$ cat config.mk
export PLATFORM = sky130hd
export DESIGN_NAME = gpio_port_bank
export DESIGN_NICKNAME = d
export VERILOG_FILES = /design/src/rtl/gpio_port_bank.sv
export SDC_FILE = /design/constraint.sdc
export NUM_CORES = 1
export LEC_CHECK = 0
export ABC_AREA = 1
export CORE_ASPECT_RATIO = 1.5
export CORE_MARGIN = 2
export CORE_UTILIZATION = 55
export DETAILED_ROUTE_END_ITERATION = 6
export PLACE_DENSITY = 0.83
export SLEW_MARGIN = 10
export SYNTH_ARGS = -nofsm -noshare
export SYNTH_HDL_FRONTEND = slang
export SYNTH_SLANG_ARGS = --single-unit
$ cat constraint.sdc
create_clock -name clk -period 1.9 [get_ports clk]
set_input_delay 0.38 -clock clk [delete_from_list [all_inputs] [get_ports clk]]
set_output_delay 0.38 -clock clk [all_outputs]
set_load 0.01 [all_outputs]
$ cat src/rtl/gpio_port_bank.sv
module gpio_port_bank #(
  parameter int ADDR_W = 4
) (
  input  logic              clk,
  input  logic              rst_n,
  input  logic [ADDR_W-1:0] bus_addr,
  input  logic              bus_we,
  input  logic [3:0]        bus_be,
  input  logic [31:0]       bus_wdata,
  output logic [31:0]       bus_rdata,
  input  logic [15:0]       pin_lock,
  input  logic [15:0]       pad_in,
  output logic [15:0]       pad_oe,
  output logic [15:0]       pad_out,
  output logic [15:0]       pad_pu,
  output logic [15:0]       pad_pd
);
  localparam int PINS = 16;
  localparam logic [ADDR_W-1:0] A_MODE  = ADDR_W'(0);
  localparam logic [ADDR_W-1:0] A_TYPE  = ADDR_W'(1);
  localparam logic [ADDR_W-1:0] A_SPEED = ADDR_W'(2);
  localparam logic [ADDR_W-1:0] A_PULL  = ADDR_W'(3);
  localparam logic [ADDR_W-1:0] A_IN    = ADDR_W'(4);
  localparam logic [ADDR_W-1:0] A_OUT   = ADDR_W'(5);
  localparam logic [ADDR_W-1:0] A_SC    = ADDR_W'(6);
  localparam logic [ADDR_W-1:0] A_AFLO  = ADDR_W'(7);
  localparam logic [ADDR_W-1:0] A_AFHI  = ADDR_W'(8);

  logic [31:0]     cfg_mode, cfg_speed, cfg_pull, cfg_af_lo, cfg_af_hi;
  logic [PINS-1:0] cfg_type, out_q, sync1, in_q;
  logic [1:0]      sync_age;

  logic [31:0] bmask, lk2, lklo, lkhi;
  assign bmask = {{8{bus_be[3]}}, {8{bus_be[2]}}, {8{bus_be[1]}}, {8{bus_be[0]}}};

  for (genvar i = 0; i < 32; i++) begin : g_lock_spread
    assign lk2[i]  = pin_lock[i/2];
    assign lklo[i] = pin_lock[i/4];
    assign lkhi[i] = pin_lock[8 + i/4];
  end

  wire hit_mode  = bus_we && bus_addr == A_MODE;
  wire hit_type  = bus_we && bus_addr == A_TYPE;
  wire hit_speed = bus_we && bus_addr == A_SPEED;
  wire hit_pull  = bus_we && bus_addr == A_PULL;
  wire hit_out   = bus_we && bus_addr == A_OUT;
  wire hit_sc    = bus_we && bus_addr == A_SC;
  wire hit_aflo  = bus_we && bus_addr == A_AFLO;
  wire hit_afhi  = bus_we && bus_addr == A_AFHI;

  wire [31:0]     m2   = bmask & ~lk2;
  wire [PINS-1:0] m1   = bmask[15:0] & ~pin_lock;
  wire [PINS-1:0] sc_set = hit_sc ? (bus_wdata[15:0] & bmask[15:0]) : '0;
  wire [PINS-1:0] sc_clr = hit_sc ? (bus_wdata[31:16] & bmask[31:16]) : '0;

  logic [PINS-1:0] out_next;
  always_comb begin
    out_next = out_q;
    if (hit_out) out_next = (out_q & ~bmask[15:0]) | (bus_wdata[15:0] & bmask[15:0]);
    out_next = (out_next & ~sc_clr) | sc_set;
  end

  always_ff @(posedge clk or negedge rst_n) begin
    if (!rst_n) begin
      cfg_mode  <= '0;
      cfg_type  <= '0;
      cfg_speed <= '0;
      cfg_pull  <= '0;
      cfg_af_lo <= '0;
      cfg_af_hi <= '0;
      out_q     <= '0;
      sync1     <= '0;
      in_q      <= '0;
      sync_age  <= '0;
    end else begin
      if (hit_mode)  cfg_mode  <= (cfg_mode  & ~m2) | (bus_wdata & m2);
      if (hit_type)  cfg_type  <= (cfg_type  & ~m1) | (bus_wdata[15:0] & m1);
      if (hit_speed) cfg_speed <= (cfg_speed & ~m2) | (bus_wdata & m2);
      if (hit_pull)  cfg_pull  <= (cfg_pull  & ~m2) | (bus_wdata & m2);
      if (hit_aflo)  cfg_af_lo <= (cfg_af_lo & ~(bmask & ~lklo)) | (bus_wdata & bmask & ~lklo);
      if (hit_afhi)  cfg_af_hi <= (cfg_af_hi & ~(bmask & ~lkhi)) | (bus_wdata & bmask & ~lkhi);
      out_q <= out_next;
      sync1 <= pad_in;
      in_q  <= sync1;
      if (sync_age != 2'd2) sync_age <= sync_age + 2'd1;
    end
  end

  always_comb begin
    case (bus_addr)
      A_MODE:  bus_rdata = cfg_mode;
      A_TYPE:  bus_rdata = {16'h0, cfg_type};
      A_SPEED: bus_rdata = cfg_speed;
      A_PULL:  bus_rdata = cfg_pull;
      A_IN:    bus_rdata = {16'h0, in_q};
      A_OUT:   bus_rdata = {16'h0, out_q};
      A_AFLO:  bus_rdata = cfg_af_lo;
      A_AFHI:  bus_rdata = cfg_af_hi;
      default: bus_rdata = '0;
    endcase
  end

  for (genvar y = 0; y < PINS; y++) begin : g_pad
    wire drv = cfg_mode[2*y +: 2] == 2'b01;
    assign pad_oe[y]  = drv & (cfg_type[y] ? ~out_q[y] : 1'b1);
    assign pad_out[y] = drv & ~cfg_type[y] & out_q[y];
    assign pad_pu[y]  = cfg_pull[2*y +: 2] == 2'b01;
    assign pad_pd[y]  = cfg_pull[2*y +: 2] == 2'b10;
  end

  a_r5_set_lands: assert property (@(posedge clk) disable iff (!rst_n)
    hit_sc |=> ((out_q & $past(sc_set)) == $past(sc_set)));
  a_r6_clear_yields: assert property (@(posedge clk) disable iff (!rst_n)
    hit_sc |=> ((out_q & $past(sc_clr & ~sc_set)) == 16'h0));
  a_r7_sync_depth: assert property (@(posedge clk) disable iff (!rst_n)
    (sync_age == 2'd2) |-> (in_q == $past(pad_in, 2)));
  a_r8_no_float_high: assert property (@(posedge clk) disable iff (!rst_n)
    ((pad_out & ~pad_oe) == 16'h0));
  a_r9_pull_exclusive: assert property (@(posedge clk) disable iff (!rst_n)
    ((pad_pu & pad_pd) == 16'h0));
  a_r11_mode_frozen: assert property (@(posedge clk) disable iff (!rst_n)
    hit_mode |=> (((cfg_mode ^ $past(cfg_mode)) & $past(lk2)) == 32'h0));
  a_r11_type_frozen: assert property (@(posedge clk) disable iff (!rst_n)
    hit_type |=> (((cfg_type ^ $past(cfg_type)) & $past(pin_lock)) == 16'h0));
endmodule

==> impl_metrics.tcl <==
set metrics [dict create \
    yosys.area.top_type "dfrtp_1" \
    wl_per_cell_um 21.84 \
    placed_area_um2 14540 \
    fin_worst_skew_ns 0.01052 \
    grt_pass1_vias 12866 \
    ys_ff_latch 224 \
    drive_gt1_share_pct 21.25 \
    crit_top_cell "nand2_1" \
    grt_util_met3_pct 9.768 \
    placed_cells 2136 \
    synth_top_area_share_pct 48.47 \
    min_period_over_period_pct 115.0 \
    fp.dieH_um 181.6 \
    setup_violations 23 \
    power_density_nw_per_um2 850.7 \
    violations "design-rule violations, negative setup slack" \
    hold_ws_ns 0.2976 \
    crit_slowest_cell "dfrtp_1" \
    coreArea_um2 20820 \
    clk_latency_ns 0.52 \
    synth_area_leaders "dfrtp_1 (48%), nand2_1 (21%), nand3_1 (6.5%), inv_1 (6.4%), o21ai_0 (5.2%)" \
    grt_pass1_wl_um 68630 \
    port_buffers 170 \
    fin_nets 2029 \
    overflow 0 \
    hold_viol_final 0 \
    die_w_um 122.4 \
    syn-num-nets 1708 \
    synth-main-ff-cell "dfrtp_1" \
    slew_viol_final 0 \
    drtIter0Drc 1811 \
    place_hpwl_um 30420 \
    multi_input_area_um2 5465 \
    crit_type "flop to output port" \
    use_met1_pct 43.83 \
    ant_nets 0 \
    clk_pin_slew_ns 0.06 \
    rsz0062_at_grt "true" \
    fin_area_um2 16380 \
    cts_tree "done" \
    clkSinkCount 224 \
    grtUsageTotal_pct 40.79 \
    regArea_um2 5628 \
    drc 5 \
    grt_busiest_layer "met2" \
    fin_cells 2235 \
    fin_ws_ns -0.2850 \
    antenna_found_initial 2 \
    synthArstFlopShare_pct 100.0 \
    cts_max_path_buffers 3 \
    synth_cells 1633 \
    ys_types 21 \
    vias 13469 \
    worstMarginPinSlew_ns 0.5269 \
    gp_congestion 0.9811 \
    cts_made_buffers 22 \
    initial_utilization_pct 55.55 \
    fmax_ghz 0.4577 \
    ios 171 \
    synth_warnings 0 \
    p_leak_nw 8.513 \
    crit_path_end_kind "output port" \
    ys_seq_area_share_pct 48.47 \
    slowest_delay_ns 0.39 \
    syn_area_um2 11560 \
    synth_edf_count 0 \
    status "finished with violations" \
    firstDrtPassIters 7 \
    synthTopCellsByCount "nand2_1 (636), dfrtp_1 (224), inv_1 (197)" \
    drt_wl_total_um 48800 \
    worstPathCellList "nand3_1 > nand2_1 > nor2_1 > nand2_1 > buf_2" \
    htreeDepth 1 \
    dieArea_um2 22230 \
    ir_drop_uv 630.2 \
    layout_min_cycle_time_ns 2.185 \
    grt_max_degree 51 \
    startpoint_type "flop" \
    syn_avg_cell_area_um2 7.082 \
    cts_root_buffer "clkbuf_16" \
    drv_cap 0 \
    cp_max_fo 1 \
    synth_most_common_cell "nand2_1" \
    worst_ep_required_time_ns 1.52 \
    areaGrowthSynthToFinish_pct 41.65 \
    num_rows 65 \
    cp.arrival_ns 1.80 \
    relSlewSlack_pct 64.76 \
    post-route-util_pct 78.68 \
    num-fill-cells 1375 \
    vias_per_cell 6.026 \
    diodes 0 \
    hold_path_class "input pin to flop" \
    use_met2_pct 66.33 \
    power.total_mw 13.94 \
]
## layout make-up
type,instances,area share (%)
well taps,268,2.047
clock inverters,8,0.8936
flip-flops and latches,224,34.35
inverters,202,4.674
clock buffers,29,3.834
repair buffers,349,20.84
multi-input cells,1155,33.36
## critical path: cells and delay by family, from the launching register on
kind                   cells  cell delay (ns)
DFF                        1             0.39
buffers and inverters      1             0.14
and+or+nand+nor            4             0.75
## per-stage QoR
stage | setup WS [ns] | setup TNS [ns]
finish | -0.2850 | -2.065
global route | -0.2404 | -2.690
CTS | -0.09319 | -0.9732
detailed placement | -0.9263 | -77.57
global placement | -0.8936 | -74.56
floorplan | 0.1474 | 0
## cells in the final DEF (no fill, tap or decap), types with 34 or more instances in the layout
cell             synthesis  final
buf_2                   38     34
buf_4                    2    114
clkdlybuf4s50_1          0     69
dfrtp_1                224    206
inv_1                  197    194
nand2_1                636    610
nand3_1                151    120
nor2_1                 150    127
o21ai_0                120    112
o22ai_1                 40     40
## power by group
part	internal, mW	leakage [nW]	switching [mW]
sequential	5.49	2.80	0.720
clock	2.86	0.377	1.94
combinational	1.24	5.34	1.68
total	9.59	8.51	4.34
## cell families after synthesis
kind of cell    Yosys count  share of synthesized area [%]
simple gates            969                          34.26
buf+inv                 254                          8.785
flops                   224                          48.47
compound gates          186                          8.482
## worst paths after layout
path                               startpoint       endpoint  slack [ns]  depth (start not counted)
worst min register to register      sync1[10]       in_q[10]        0.35                          0
worst max-delay path                  in_q[5]   bus_rdata[5]       -0.28                          5
worst min-delay path               pad_in[12]      sync1[12]        0.30                          1
max in group asynchronous               rst_n      async pin        0.90                          3
min in group asynchronous               rst_n        in_q[2]        0.37                          2
worst max register to register  cfg_af_lo[25]  cfg_af_lo[25]        0.94                          4
## layer usage
metal | wire length (µm) | vias to the layer above
met2 | 22000 | 1061
met4 | 5784 | 4
met5 | 94 | -
li1 | - | 5761
met1 | 14740 | 6191
met3 | 6184 | 452
## timing repair
item	CTS	global route
cloned	8	3
setup buffers	45	12
endpoints found under the hold margin	45	0
gates resized for setup	343	151
endpoints found under the setup margin	96	60
hold buffers	1	0
pin swaps	33	44
Power figures use the tool's default switching activity.
